## config.mk

```make
export PLATFORM = sky130hd
export DESIGN_NAME = flag_rename_table
export DESIGN_NICKNAME = d
export VERILOG_FILES = /design/src/rtl/frt_pkg.sv /design/src/rtl/frt_alias_state.sv /design/src/rtl/frt_ref_decode.sv /design/src/rtl/frt_free_pick.sv /design/src/rtl/flag_rename_table.sv
export SDC_FILE = /design/constraint.sdc
export NUM_CORES = 1
export LEC_CHECK = 0
export BUFFER_PORTS_ARGS = -buffer_cell sky130_fd_sc_hd__buf_2
export CAP_MARGIN = 20
export CORE_MARGIN = 5
export CORE_UTILIZATION = 45
export DETAILED_ROUTE_END_ITERATION = 12
export PLACE_DENSITY = 0.69
export SYNTH_ARGS = -nofsm -noshare
export SYNTH_HDL_FRONTEND = slang
export SYNTH_HIERARCHICAL = 1
export SYNTH_SLANG_ARGS = --single-unit
```

## constraint.sdc

```tcl
create_clock -name clk -period 8 [get_ports clk]
set_clock_uncertainty 0.1 [all_clocks]
set_input_delay 1.6 -clock clk [delete_from_list [all_inputs] [get_ports clk]]
set_output_delay 1.6 -clock clk [all_outputs]
set_load 0.05 [all_outputs]
```

## src/rtl/frt_pkg.sv

```systemverilog
package frt_pkg;
   // Bit positions inside a flag-write mask.
   localparam int FW_CARRY = 1;
   localparam int FW_REST  = 0;

   typedef enum logic [1:0] {
      FW_NONE  = 2'b00,
      FW_OTHER = 2'b01,
      FW_CONLY = 2'b10,
      FW_ALL   = 2'b11
   } flag_wr_e;
endpackage

```

## src/rtl/frt_alias_state.sv

```systemverilog
module frt_alias_state
   import frt_pkg::*;
#(
   parameter int NUM_ARCH = 8,
   parameter int TAG_W    = 5,
   parameter int ARCH_W   = $clog2(NUM_ARCH),
   parameter int NSLOT    = NUM_ARCH + 2
) (
   input  logic                         clk,
   input  logic                         rst_n,
   input  logic                         upd_en,
   input  logic                         upd_dst_vld,
   input  logic [ARCH_W-1:0]            upd_dst,
   input  logic [1:0]                   upd_flags,
   input  logic [TAG_W-1:0]             upd_tag,
   input  logic                         load_en,
   input  logic [NSLOT-1:0][TAG_W-1:0]  load_img,
   output logic [NSLOT-1:0][TAG_W-1:0]  img
);
   localparam int C_SLOT = NUM_ARCH;

   logic [NSLOT-1:0][TAG_W-1:0] nxt_img;

   always_comb begin
      for (int s = 0; s < NSLOT; s++) begin
         logic hit;
         if (s < NUM_ARCH)
            hit = upd_en && upd_dst_vld && (upd_dst == ARCH_W'(s));
         else if (s == C_SLOT)
            hit = upd_en && upd_flags[FW_CARRY];
         else
            hit = upd_en && upd_flags[FW_REST];
         if (hit)
            nxt_img[s] = upd_tag;
         else if (load_en)
            nxt_img[s] = load_img[s];
         else
            nxt_img[s] = img[s];
      end
   end

   always_ff @(posedge clk) begin
      if (!rst_n) begin
         for (int s = 0; s < NSLOT; s++)
            img[s] <= (s < NUM_ARCH) ? TAG_W'(s) : '0;
      end else begin
         img <= nxt_img;
      end
   end
endmodule

```

## src/rtl/frt_ref_decode.sv

```systemverilog
module frt_ref_decode #(
   parameter int NSLOT    = 10,
   parameter int NUM_PHYS = 32,
   parameter int TAG_W    = $clog2(NUM_PHYS)
) (
   input  logic [NSLOT-1:0][TAG_W-1:0] img,
   output logic [NUM_PHYS-1:0]         used
);
   always_comb begin
      used = '0;
      for (int s = 0; s < NSLOT; s++)
         used[img[s]] = 1'b1;
   end
endmodule

```

## src/rtl/frt_free_pick.sv

```systemverilog
module frt_free_pick #(
   parameter int NUM_PHYS = 32,
   parameter int TAG_W    = $clog2(NUM_PHYS)
) (
   input  logic [NUM_PHYS-1:0] busy,
   output logic                any_free,
   output logic [TAG_W-1:0]    pick_tag
);
   always_comb begin
      any_free = 1'b0;
      pick_tag = '0;
      for (int i = NUM_PHYS - 1; i >= 0; i--) begin
         if (!busy[i]) begin
            any_free = 1'b1;
            pick_tag = TAG_W'(i);
         end
      end
   end
endmodule

```

## src/rtl/flag_rename_table.sv

```systemverilog
module flag_rename_table
   import frt_pkg::*;
#(
   parameter int NUM_ARCH = 8,
   parameter int NUM_PHYS = 32,
   parameter int ARCH_W   = $clog2(NUM_ARCH),
   parameter int TAG_W    = $clog2(NUM_PHYS)
) (
   input  logic              clk,
   input  logic              rst_n,
   input  logic              flush,
   input  logic              ren_valid,
   input  logic [ARCH_W-1:0] ren_src0,
   input  logic [ARCH_W-1:0] ren_src1,
   input  logic              ren_dst_vld,
   input  logic [ARCH_W-1:0] ren_dst,
   input  logic [1:0]        ren_flag_wr,
   output logic              ren_ready,
   output logic              ren_alloc,
   output logic [TAG_W-1:0]  ren_src0_tag,
   output logic [TAG_W-1:0]  ren_src1_tag,
   output logic [TAG_W-1:0]  ren_carry_tag,
   output logic [TAG_W-1:0]  ren_rest_tag,
   output logic [TAG_W-1:0]  ren_new_tag,
   input  logic              cmt_valid,
   input  logic              cmt_dst_vld,
   input  logic [ARCH_W-1:0] cmt_dst,
   input  logic [1:0]        cmt_flag_wr,
   input  logic [TAG_W-1:0]  cmt_tag
);
   localparam int NSLOT  = NUM_ARCH + 2;
   localparam int C_SLOT = NUM_ARCH;
   localparam int R_SLOT = NUM_ARCH + 1;

   generate
      if (NUM_PHYS <= NUM_ARCH) begin : g_bad_phys
         $error("NUM_PHYS must exceed NUM_ARCH");
      end
      if (NUM_ARCH < 2 || (1 << ARCH_W) < NUM_ARCH) begin : g_bad_arch
         $error("NUM_ARCH too small or ARCH_W too narrow");
      end
      if ((1 << TAG_W) < NUM_PHYS) begin : g_bad_tag
         $error("TAG_W too narrow for NUM_PHYS");
      end
   endgenerate

   logic [NSLOT-1:0][TAG_W-1:0] spec_img;
   logic [NSLOT-1:0][TAG_W-1:0] cmt_img;
   logic [NUM_PHYS-1:0]         cmt_used;
   logic [NUM_PHYS-1:0]         inflight;
   logic                        any_free;
   logic [TAG_W-1:0]            pick_tag;
   logic                        needs_tag;

   // Speculative write port: rename normally, the retiring op during a flush.
   logic              s_upd_en;
   logic              s_upd_dst_vld;
   logic [ARCH_W-1:0] s_upd_dst;
   logic [1:0]        s_upd_flags;
   logic [TAG_W-1:0]  s_upd_tag;

   assign needs_tag = ren_dst_vld || (ren_flag_wr != FW_NONE);
   assign ren_ready = !flush && (!needs_tag || any_free);
   assign ren_alloc = ren_valid && ren_ready && needs_tag;
   assign ren_new_tag = pick_tag;

   assign ren_src0_tag  = spec_img[ren_src0];
   assign ren_src1_tag  = spec_img[ren_src1];
   assign ren_carry_tag = spec_img[C_SLOT];
   assign ren_rest_tag  = spec_img[R_SLOT];

   always_comb begin
      if (flush) begin
         s_upd_en      = cmt_valid;
         s_upd_dst_vld = cmt_dst_vld;
         s_upd_dst     = cmt_dst;
         s_upd_flags   = cmt_flag_wr;
         s_upd_tag     = cmt_tag;
      end else begin
         s_upd_en      = ren_alloc;
         s_upd_dst_vld = ren_dst_vld;
         s_upd_dst     = ren_dst;
         s_upd_flags   = ren_flag_wr;
         s_upd_tag     = pick_tag;
      end
   end

   frt_alias_state #(
      .NUM_ARCH (NUM_ARCH),
      .TAG_W    (TAG_W),
      .ARCH_W   (ARCH_W),
      .NSLOT    (NSLOT)
   ) u_spec (
      .clk         (clk),
      .rst_n       (rst_n),
      .upd_en      (s_upd_en),
      .upd_dst_vld (s_upd_dst_vld),
      .upd_dst     (s_upd_dst),
      .upd_flags   (s_upd_flags),
      .upd_tag     (s_upd_tag),
      .load_en     (flush),
      .load_img    (cmt_img),
      .img         (spec_img)
   );

   frt_alias_state #(
      .NUM_ARCH (NUM_ARCH),
      .TAG_W    (TAG_W),
      .ARCH_W   (ARCH_W),
      .NSLOT    (NSLOT)
   ) u_commit (
      .clk         (clk),
      .rst_n       (rst_n),
      .upd_en      (cmt_valid),
      .upd_dst_vld (cmt_dst_vld),
      .upd_dst     (cmt_dst),
      .upd_flags   (cmt_flag_wr),
      .upd_tag     (cmt_tag),
      .load_en     (1'b0),
      .load_img    ('0),
      .img         (cmt_img)
   );

   frt_ref_decode #(
      .NSLOT    (NSLOT),
      .NUM_PHYS (NUM_PHYS),
      .TAG_W    (TAG_W)
   ) u_cmt_ref (
      .img  (cmt_img),
      .used (cmt_used)
   );

   frt_free_pick #(
      .NUM_PHYS (NUM_PHYS),
      .TAG_W    (TAG_W)
   ) u_pick (
      .busy     (inflight | cmt_used),
      .any_free (any_free),
      .pick_tag (pick_tag)
   );

   always_ff @(posedge clk) begin
      if (!rst_n || flush) begin
         inflight <= '0;
      end else begin
         for (int p = 0; p < NUM_PHYS; p++) begin
            if (ren_alloc && pick_tag == TAG_W'(p))
               inflight[p] <= 1'b1;
            else if (cmt_valid && cmt_tag == TAG_W'(p))
               inflight[p] <= 1'b0;
         end
      end
   end
endmodule

```

==> flow_summary.toml <==
[finish]
syn_to_final_growth_pct = 11.51
diodes = 0
final_area_mm2 = 0.01108
fin_cells = 1501
final_util = 0.5092
final_nets = 1236
drive_above_1_share = 0.1982

[cts]
clkLatencyLatePin_ns = 0.42
cts_tree = "built"
cts-root-buf = "clkbuf_16"
post_cts_buffers = 0
clock-sinks = 132
cts_buffers = 17
cts_hold_buf = 0
cts.clk_slew.worst_paths_ns = 0.06
cts.htree.levels = 4
post_cts_resized = 0
clk_path_buf_depth = 2

[timing]
min_period_over_period = 0.6985
clock.fmax_mhz = 179.0
setup_violations = 0
max-slew-margin-rel = 0.3125
worst_pin_slew_ns = 1.023
setup_tns_ns = 0
finalCriticalPeriod_ns = 5.588
hold_viol_final = 0
rsz0062_at_grt = "no"
final_max_slew_viol_count = 0
setup_ws_ns = 2.412

[placed_design]
dpl_cell_area_mm2 = 0.01048
dp.cells = 1469
io_buffer_count = 54
dp_hpwl_um = 26930
finalWeightedCongestion = 0.9832
dp_slack_ns = 3.011

[routing]
drt_iter0_drc = 1486
first_pass_iters = 6
vias = 10270
antenna_left = 0
routed_wl_um = 36390
vias_per_cell = 6.845
routedWlPerCell_um = 24.24
drc = 0

[worst_setup_path]
worstPathArrival_ns = 3.89
cpMaxStageDelayCell = "nor4_2"
r2r_slack_ns = 3.40
crit_required_ns = 6.30
path_cells = "or3b_1 > o22ai_1 > a221oi_1 > nand4_1 > or2_2 > nand2_1 > or3_4 > nor4_2 > buf_2"
crit_path_max_fanout = 10
end_kind = "output port"
path_class = "flop to output port"
reg2reg_to = "u_spec/img[7]$_SDFFE_PN0P_"
reg2reg_depth = 14
cp_top_family = "simple AND/OR/NAND/NOR gates"
max_stage_delay_ns = 0.90
path_buf_inv = 1
start_kind = "flop"
regToRegStartpoint = "u_commit/img[43]$_SDFFE_PN0P_"

[grt]
grt_max_degree = 69
grt_overflow = 0
grt_use_total = 0.2879
met3_usage = 0.05164
grt_pass1_wl_um = 55920
met1_usage = 0.4108
busiest_layer = "met2"
antenna_found_initial = 0
first_global_vias = 9435
met2_usage = 0.4395

[yosys]
ys_types = 57
synth_seq_cells = 132
synth_edf_count = 0
avgSynthCellArea_um2 = 8.646
postSynthCellCount = 1149
syn-cell-area_mm2 = 0.009935
ys.flop_type = "dfxtp_1"
yosys_warnings = 6
ys_seq_area_frac = 0.2660
synthArstFlopShare = 0

[pwr]
peakVddDrop_v = 0.0001391
leakage_uw = 0.004392
power.density_mw_per_mm2 = 187.1

[job]
maxCapViolCount = 0

[die]
boundaryPins = 55
die_h_um = 158.6
dieArea_mm2 = 0.02515
core_area_mm2 = 0.02176
initial_core_util = 0.4566
rows = 54
die_w_um = 158.6

[hold_path]
hold_path.class = "flop to flop"
min_to = "inflight[7]$_SDFFE_PP0P_"
hold_depth = 2
min_from = "inflight[7]$_SDFFE_PP0P_"

[outcome]
status = "finished clean"
cells in the final DEF (no fill, tap or decap), types with 30 or more instances in the layout:
master / count
or2_2: 44
a221oi_1: 32
o22ai_1: 80
a22oi_1: 44
mux2_2: 74
nand2_1: 121
o211ai_1: 52
o21ai_0: 44
nand4_1: 30
conb_1: 51
dfxtp_1: 132
buf_2: 53
mux2i_1: 92
per-layer routing:
layer / share of wire / routed length, um
met1: 0.43 / 15730
met2: 0.45 / 16260
met5: 0 / 0
met4: 0.033 / 1202
met3: 0.088 / 3194
cells in the mapped netlist (7+ instances only):
cell type    n  area, um2
dfxtp_1    132       2643
nand2_1    121      454.2
mux2i_1     92      920.9
o22ai_1     80      500.5
mux2_2      74      833.3
o211ai_1    52      390.4
a22oi_1     44      330.3
o21ai_0     44      220.2
or2_2       44      275.3
a221oi_1    32      280.3
clkbuf_1    31      116.4
nand4_1     30      187.7
buf_2       29      145.1
nand3b_1    28      210.2
nor3b_1     28      210.2
nor3_1      26      130.1
nor2b_1     25      156.4
nand2b_1    23      143.9
nand3_1     22      110.1
mux4_2      20      450.4
nor2_1      20      75.07
o211a_1     20      200.2
and2_1      16      100.1
a21boi_0    12      90.09
inv_1       10      37.54
or3_1        9      56.30
a31oi_1      8      50.05
o311ai_0     7      61.31
cells by family (layout without fill, tap and decap cells):
family | count (synthesis) | count (layout) | share of synthesized area
AND/OR/NAND/NOR | 423 | 423 | 0.2403
AO/OA/AOI/OAI | 329 | 329 | 0.2374
multiplexers | 186 | 186 | 0.2219
flip-flops | 132 | 132 | 0.2660
buffers and inverters | 78 | 100 | 0.03400
other | 1 | 51 | 0.0003775
worst max-delay path by stage:
stage                     cells past startpoint                           from              to  slack (ns)
after floorplan                               8  u_commit/img[42]$_SDFFE_PN0P_  ren_new_tag[4]        3.34
after global routing                          9  u_commit/img[42]$_SDFFE_PN0P_  ren_new_tag[4]        2.35
after detailed placement                      9  u_commit/img[42]$_SDFFE_PN0P_  ren_new_tag[4]        3.01
after global placement                        9  u_commit/img[42]$_SDFFE_PN0P_  ren_new_tag[4]        2.99
after CTS                                     9  u_commit/img[42]$_SDFFE_PN0P_  ren_new_tag[4]        2.55
final                                         9  u_commit/img[42]$_SDFFE_PN0P_  ren_new_tag[4]        2.41
worst register-to-register path, delay by kind of cell, from the launching register on:
kind | cells | cell delay, ns
mux | 1 | 0.18
simple gates | 11 | 3.21
flops | 1 | 0.49
compound gates | 2 | 0.50
through the flow:
stage               hold slack (ns)  total power (uW)
finish                       0.4094              2073
detailed placement           0.3928              1260
floorplan                    0.3497              1116
CTS                          0.4100              2060
global route                 0.4210              2148
global placement             0.3866              1257
cell type report:
class	count	area (um2)
inverter	10	37.54
sequential	132	2643
timing repair buffer	58	302.8
fill	2073	10680
clock buffer	19	452.9
clock inverter	13	147.6
multi-input combinational	989	7144
tap	280	350.3
registers in the layout, indices dropped and copies added (netlist names):
name          flops
inflight         32
u_commit/img     50
u_spec/img       50
power by group:
group	switching (uW)	leakage (uW)	internal, uW
logic	333	0.00302	178
clock network	327	0.000288	481
registers	64.8	0.00108	690
No activity file was read; power rests on OpenSTA's default activity.
